==> config.mk <==
export PLATFORM = sky130hd
export DESIGN_NAME = rx_wake_sequencer
export DESIGN_NICKNAME = d
export VERILOG_FILES = /design/src/rtl/rx_wake_sequencer.sv
export SDC_FILE = /design/constraint.sdc
export NUM_CORES = 1
export LEC_CHECK = 0
export ABC_AREA = 1
export BUFFER_PORTS_ARGS = -buffer_cell sky130_fd_sc_hd__buf_2
export CAP_MARGIN = 20
export CORE_MARGIN = 2
export CORE_UTILIZATION = 25
export CTS_CLUSTER_DIAMETER = 100
export DETAILED_ROUTE_END_ITERATION = 8
export SETUP_SLACK_MARGIN = 0.4
export SYNTH_ARGS = -nofsm -noshare
export SYNTH_HDL_FRONTEND = slang
export SYNTH_SLANG_ARGS = --single-unit
==> constraint.sdc <==
create_clock -name clk -period 3.37 [get_ports clk]
set_input_delay 0.674 -clock clk [delete_from_list [all_inputs] [get_ports clk]]
set_output_delay 0.674 -clock clk [all_outputs]
set_load 0.03 [all_outputs]
==> src/rtl/rx_wake_sequencer.sv <==
module rx_wake_sequencer #(
  parameter int SYM_CLKS      = 48,
  parameter int SETTLE_SYMS   = 36,
  parameter int CAL_SYMS      = 40,
  parameter int RESETTLE_SYMS = 8,
  parameter int AVG_SAMPLES   = 16,
  parameter int DLY_W         = 8
) (
  input  logic             clk,
  input  logic             rst_n,
  input  logic             en_pin,
  input  logic             en_bit,
  input  logic             autocal_en,
  input  logic             cal_external,
  input  logic [DLY_W-1:0] dly_pre,
  input  logic [DLY_W-1:0] dly_post,
  input  logic             sample_stb,
  output logic             in_short,
  output logic             avg_en,
  output logic             data_valid
);
  localparam int TW       = $clog2(SYM_CLKS);
  localparam int SW       = (DLY_W > 7) ? DLY_W + 1 : 8;
  localparam int ISO_SYMS = CAL_SYMS - RESETTLE_SYMS;
  localparam int AW       = $clog2(AVG_SAMPLES + 1);

  typedef enum logic [2:0] {S_IDLE, S_SETTLE, S_PRE, S_CAL, S_POST, S_RUN} st_t;

  st_t           st, st_nx;
  logic [TW-1:0] tick;
  logic [SW-1:0] sym, len;
  logic [AW-1:0] avg_cnt;

  wire en      = en_pin | en_bit;
  wire sym_end = (tick == TW'(SYM_CLKS - 1));
  wire timed   = (st == S_SETTLE) || (st == S_PRE) || (st == S_CAL) || (st == S_POST);

  always_comb begin
    case (st)
      S_SETTLE: len = SW'(SETTLE_SYMS);
      S_PRE:    len = SW'(dly_pre);
      S_CAL:    len = SW'(CAL_SYMS);
      S_POST:   len = SW'(dly_post);
      default:  len = '0;
    endcase
  end

  wire last = timed && ((len == '0) || (sym_end && (SW'(sym + 1'b1) == len)));

  always_comb begin
    st_nx = st;
    if (!en) st_nx = S_IDLE;
    else begin
      case (st)
        S_IDLE:   st_nx = S_SETTLE;
        S_SETTLE: if (last) st_nx = S_PRE;
        S_PRE:    if (last) st_nx = autocal_en ? S_CAL : S_POST;
        S_CAL:    if (last) st_nx = S_POST;
        S_POST:   if (last) st_nx = S_RUN;
        default:  st_nx = st;
      endcase
    end
  end

  always_ff @(posedge clk or negedge rst_n) begin
    if (!rst_n) begin
      st   <= S_IDLE;
      tick <= '0;
      sym  <= '0;
    end else begin
      st <= st_nx;
      if (st_nx != st) begin
        tick <= '0;
        sym  <= '0;
      end else if (timed) begin
        if (sym_end) begin
          tick <= '0;
          sym  <= sym + 1'b1;
        end else begin
          tick <= tick + 1'b1;
        end
      end
    end
  end

  always_ff @(posedge clk or negedge rst_n) begin
    if (!rst_n)                  avg_cnt <= '0;
    else if (st != S_CAL)        avg_cnt <= '0;
    else if (avg_en && sample_stb) avg_cnt <= avg_cnt + 1'b1;
  end

  wire iso_win = (st == S_CAL) && (sym < SW'(ISO_SYMS));

  assign in_short   = iso_win && !cal_external;
  assign avg_en     = iso_win && (avg_cnt < AW'(AVG_SAMPLES));
  assign data_valid = (st == S_RUN);

  assert_abort_clears_R8: assert property (@(posedge clk) disable iff (!rst_n)
    !(en_pin || en_bit) |=> !data_valid && !in_short && !avg_en);

  assert_avg_bound_R6: assert property (@(posedge clk) disable iff (!rst_n)
    avg_cnt <= AW'(AVG_SAMPLES));

  assert_short_not_valid_R5: assert property (@(posedge clk) disable iff (!rst_n)
    in_short |-> !data_valid && !cal_external);

  assert_avg_not_valid_R6: assert property (@(posedge clk) disable iff (!rst_n)
    avg_en |-> !data_valid);

  assert_valid_needs_en_R7: assert property (@(posedge clk) disable iff (!rst_n)
    $rose(data_valid) |-> $past(en_pin || en_bit));
endmodule

== Word level (Yosys, flattened, before mapping) ==
Cells that the tools add are included.
Cells by class
  add/sub/neg operators: 3
  $lt $le $gt $ge: 2
  equality and inequality tests: 9
  multiplexer cells: 16
  bitwise logic cells: 1
  reductions and logical operators: 17
Operators with widths (count)
  case mux 8 bit (4 select lines): 1
  two-way mux 9 bit: 3
  two-way mux 3 bit: 6
  two-way mux 6 bit: 3
  case mux 3 bit (5 select lines): 1
  two-way mux 5 bit: 2
  adder 9 x 1 -> 9 bit, second input constant: 1
  == test 9 bit: 1
  zero test 9 bit: 1
  less-than comparator 9 x 6 -> 1 bit, second input constant: 1
  adder 6 x 1 -> 6 bit, second input constant: 1
  == test 3 x 2 -> 1 bit, second input constant: 2
  == test 3 bit, second input constant: 2
  == test 6 bit, second input constant: 1
  logical AND 1 bit: 6
  nonzero test 2 bit: 3
  adder 5 x 1 -> 5 bit, second input constant: 1
  less-than comparator 5 bit, second input constant: 1
  logical OR 1 bit: 4
  == test 3 x 1 -> 1 bit, second input constant: 1
  zero test 3 bit: 1
  inequality test 3 x 2 -> 1 bit, second input constant: 1
  inequality test 3 bit: 1
  AND reduction 2 bit: 1
  other kinds (2): 2
Storage, ports and cells
  bits in registers: 23
  output and inout port bits: 3

== Longest topological paths before layout ==
  word-level depth: 12
  mapped depth: 25
  gate-level depth less buffers: 24

== Worst setup path before layout ==
OpenSTA, ideal clock, no wires.
  path type: register -> register
  start point: register sym[0]
  end point: register sym[0]
  setup time: 0.066 ns
  arrival: 2.355 ns
  path slack: 0.948 ns
  cell stages (with the launch flop): 23
  path buffers: 1
  period minus slack after synthesis: 2.422 ns
  path through: dfrtp_1 ha_1 nand2_1 nor2_1 nand3_1 nand2_1 nand3_1 nor2_1 nand2_1 nor2_1 nand2_1 nand2_2 nand2_1 a21oi_2 nand2_1 nand2_1 nand2_2 nor2_8 nand2_4 buf_6 nor2_2 nand2_1 nand2_1
Between the ends
  cells in the longest elaborated chain, start to end: 11
Ends and longest elaborated chain
  start: declaration: RTL line 31  | logic [SW-1:0] sym, len;
  start signal: assignment: RTL line 78  | sym <= sym + 1'b1;
  adder 9 x 1 -> 9 bit (*): RTL line 48, 78
  == test 9 bit: RTL line 48  | wire last = timed && ((len == '0) || (sym_end && (SW'(sym + 1'b1) == len)));
  logical AND 1 bit: RTL line 48
  logical OR 1 bit: RTL line 48
  logical AND 1 bit: RTL line 48
  two-way mux 3 bit (on tied branches)
  case mux 3 bit (5 select lines): RTL line 54  | case (st)
  two-way mux 3 bit: RTL line 52  | if (!en) st_nx = S_IDLE;
  inequality test 3 bit: RTL line 72  | if (st_nx != st) begin
  nonzero test 2 bit (no line)
  AND reduction 2 bit (no line)
Every way passes the cells marked *; elsewhere a longest branch is shown, timed or not. The select of a mux whose other input is x is not followed.
A chain may end at the register's enable or synchronous reset.

== Final worst setup path ==
  start point: register st[1]
  end point: register sym[3]
Between the ends
  cells in the longest elaborated chain, start to end: 12
Ends and longest elaborated chain
  start: declaration: RTL line 29  | st_t st, st_nx;
  start signal: assignment: RTL line 71  | st <= st_nx;
  == test 3 bit (tied with other cells): RTL line 36, 39, 54
  case mux 8 bit (4 select lines): RTL line 39  | case (st)
  == test 9 bit: RTL line 48
  logical AND 1 bit: RTL line 48
  logical OR 1 bit: RTL line 48
  logical AND 1 bit: RTL line 48
  two-way mux 3 bit (on tied branches)
  case mux 3 bit (5 select lines): RTL line 54
  two-way mux 3 bit: RTL line 52
  inequality test 3 bit: RTL line 72
  nonzero test 2 bit (no line)
  AND reduction 2 bit (no line)
Parallel ways exist; a longest one is shown, timed or not.

==> results.json <==
{
  "p_per_area_mw_per_mm2": 854,
  "post-route-util": 0.343,
  "dieArea_sq_mm": 0.00862,
  "synth_edf_count": 0,
  "setup_violations": 0,
  "io_buffers": 25,
  "drtAntennaViolNets": 0,
  "clock_sinks": 23,
  "fin_setup_tns_ns": 0,
  "critPathBufInv": 3,
  "cts_root_buf": "clkbuf_8",
  "synth_top_family_by_area": "simple AND/OR/NAND/NOR gates",
  "grtUsageTotal": 0.127,
  "avgSynthCellArea_sq_um": 6.24,
  "seqCellArea_sq_um": 581,
  "max-vdd-ir-drop_mv": 0.415,
  "max_stage_delay_ns": 0.50,
  "n_antenna_cell": 0,
  "via_count": 2209,
  "synthSimpleGateAreaFrac": 0.501,
  "rsz0062_at_grt": "no",
  "cp_data_required_time_ns": 3.53,
  "path_common_cell": "nand2_1",
  "via_per_inst": 4.70,
  "cts_buffers": 3,
  "synthTopCellsByCount": "nand2_1, inv_1, nand3_1, nor2_1, dfrtp_1",
  "status": "complete, no violations",
  "tightest_slew_ns": 0.575,
  "synthFlopType": "dfrtp_1",
  "synth_most_common_cell": "nand2_1",
  "synth-xor-area-share": 0.00888,
  "max_cap_violations": 0,
  "overflow": 0,
  "critPathKind": "flip-flop to flip-flop",
  "synthTopCellsByArea": "dfrtp_1, nand2_1, nand3_1",
  "wirelength_mm": 5.99,
  "cp_max_fo": 8,
  "antenna_found_initial": 0,
  "std_cell_rows": 32,
  "syn_inst": 316,
  "dr.pass1.iters": 5,
  "clk_latency_ns": 0.29,
  "crit_chain": "nor2_4 -> buf_4 -> nand3_1 -> nand2_1 -> inv_1 -> nand3_1 -> nand2_1 -> nor3_2 -> nand2_1 -> nand2_2 -> nand2_2 -> a21oi_2 -> nand2_2 -> nand2_2 -> nand2_4 -> nor2_8 -> buf_12 -> o211ai_4 -> nand2_1 -> nand2_1",
  "core_sq_mm": 0.00769,
  "p_leak_nw": 1.35,
  "die_w_um": 92.8,
  "finalCritPeriodShare": 0.862,
  "io_pins": 26,
  "routabilityCongestion": 0.924,
  "multiInputGateArea_sq_mm": 0.00135,
  "drive_above_1_share": 0.304,
  "synthAdderAreaFrac": 0.0190,
  "cts.path.max_buffers": 2,
  "async_flop_share": 1.00,
  "drc": 0,
  "cts_tree": "yes",
  "start_kind": "flip-flop",
  "fin_crit_ns": 2.91,
  "htreeDepth": 1,
  "ys_seq_area_frac": 0.292,
  "fmaxAchievable_mhz": 344,
  "grt_pass1_wl_mm": 8.71,
  "drv_slew": 0,
  "slowest_stage": "dfrtp_2",
  "synthesis.area_sq_mm": 0.00197,
  "clkTransAtPathRegs_ns": 0.11,
  "min_path_type": "input port to asynchronous set/reset pin",
  "yosysTopAreaCell": "dfrtp_1",
  "ys_warn_count": 0,
  "grt_max_degree": 24,
  "fillers": 831,
  "max-slew-margin-rel": 0.617,
  "final_nets": 395,
  "first_global_vias": 1887,
  "syn_to_final_growth_pct": 33.6,
  "finClkSkew_ns": 0.0186,
  "syn_nets": 342,
  "crit_path_end_kind": "flip-flop",
  "finalHoldViolCount": 0,
  "fp.dieH_um": 92.8,
  "crit_family": "simple AND/OR/NAND/NOR gates",
  "critPathArrivalTime_ns": 3.07,
  "synth_seq_cells": 23,
  "hpwl_mm": 4.10,
  "synthMuxAreaShare": 0,
  "yosysUniqueCellTypes": 30,
  "wl_per_cell_um": 12.7,
  "start_util": 0.257,
  "synth_compound_area_frac": 0.0742,
  "yosys.area.top_type_share": 0.292,
  "first_iter_violations": 110
}
per-stage QoR:
stage / setup slack (ns) / hold slack (ns) / instance area (sq um) / instances / power [mW]
after floorplan: 0.948 / 0.378 / 1970 / 316 / 1.23
after global placement: 0.276 / 0.499 / 2200 / 438 / 1.38
after detailed placement: 0.272 / 0.503 / 2200 / 438 / 1.39
after CTS: 0.401 / 0.398 / 2260 / 442 / 1.60
after global routing: 0.277 / 0.413 / 2640 / 470 / 2.42
final: 0.464 / 0.370 / 2640 / 470 / 2.25
worst reg2reg max path, delay by kind of cell (launching register included):
kind                   cells  cell delay (ns)
and+or+nand+nor           15             1.62
DFF                        1             0.50
AOI/OAI and AO/OA          2             0.29
buffers and inverters      3             0.37
repair_timing:
action | CTS | global route
hold buffers | 0 | 0
endpoints found under the setup margin | 15 | 15
gates resized for setup | 4 | 38
pin swaps | 0 | 19
gates cloned | 0 | 3
buffers inserted | 0 | 25
per-layer routing:
| metal | global-route usage | routed length [um] | part of all wire | vias to the layer above |
|---|---|---|---|---|
| met5 | 0 | 0 | 0 | - |
| met4 | 0.0404 | 169 | 0.028 | 0 |
| met3 | 0.0244 | 303 | 0.051 | 20 |
| met2 | 0.226 | 3040 | 0.51 | 68 |
| met1 | 0.152 | 2480 | 0.41 | 987 |
| li1 | - | - | - | 1134 |
cell families after synthesis:
| group | after synthesis |
|---|---|
| fa+ha+maj | 3 |
| xor+xnor | 2 |
| flops | 23 |
| compound gates | 20 |
| simple gates | 218 |
| buf+inv | 50 |
final timing paths:
| kind | startpoint | to | slack, ns | depth (start not counted) |
|---|---|---|---|---|
| min in group clk | tick[3]$_DFFE_PN0P_ | tick[3]$_DFFE_PN0P_ | 0.53 | 2 |
| setup reg to reg | st[1]$_DFF_PN0_ | sym[3]$_DFFE_PN0P_ | 0.46 | 20 |
| setup / recovery | st[1]$_DFF_PN0_ | sym[3]$_DFFE_PN0P_ | 0.46 | 20 |
| max in group asynchronous | rst_n | sym[0]$_DFFE_PN0P_ | 2.57 | 1 |
| hold reg to reg | tick[3]$_DFFE_PN0P_ | tick[3]$_DFFE_PN0P_ | 0.53 | 2 |
| hold / removal | rst_n | avg_cnt[0]$_DFFE_PN0P_ | 0.37 | 1 |
cell type report:
| type | count | share of cell area |
|---|---|---|
| inverter | 43 | 0.0641 |
| sequential | 23 | 0.220 |
| tap | 102 | 0.0484 |
| clock inverter | 1 | 0.00285 |
| multi-input combinational | 246 | 0.511 |
| timing repair buffer | 52 | 0.138 |
| clock buffer | 3 | 0.0157 |
cell usage in the layout (no fill, tap or decap), types with 2 or more instances in the layout:
cell / n
nand2_4: 3
nand2_1: 106
ha_1: 2
o211ai_4: 2
a21oi_1: 5
nor2_2: 13
o2111ai_1: 9
clkbuf_8: 3
dfrtp_1: 19
buf_4: 22
buf_12: 2
buf_2: 25
nor3_2: 2
nand3_1: 29
o21ai_0: 3
buf_6: 3
nor2_1: 22
inv_1: 40
nand4_1: 13
xor2_1: 2
nand3_2: 4
nor3_1: 3
nor2_4: 6
dfrtp_2: 4
nand2_2: 16
power by group:
part / total, mW / internal (mW) / switching, mW
Sequential: 0.368 / 0.316 / 0.0522
Clock: 0.195 / 0.0841 / 0.111
Combinational: 1.69 / 0.683 / 1.00
Total: 2.25 / 1.08 / 1.17
sequential cells by signal (all words and copies together), names as in the netlist:
signal and cells:
sym 9, tick 6, avg_cnt 5, st 3
Note: power is estimated with default switching activity, not from simulation.
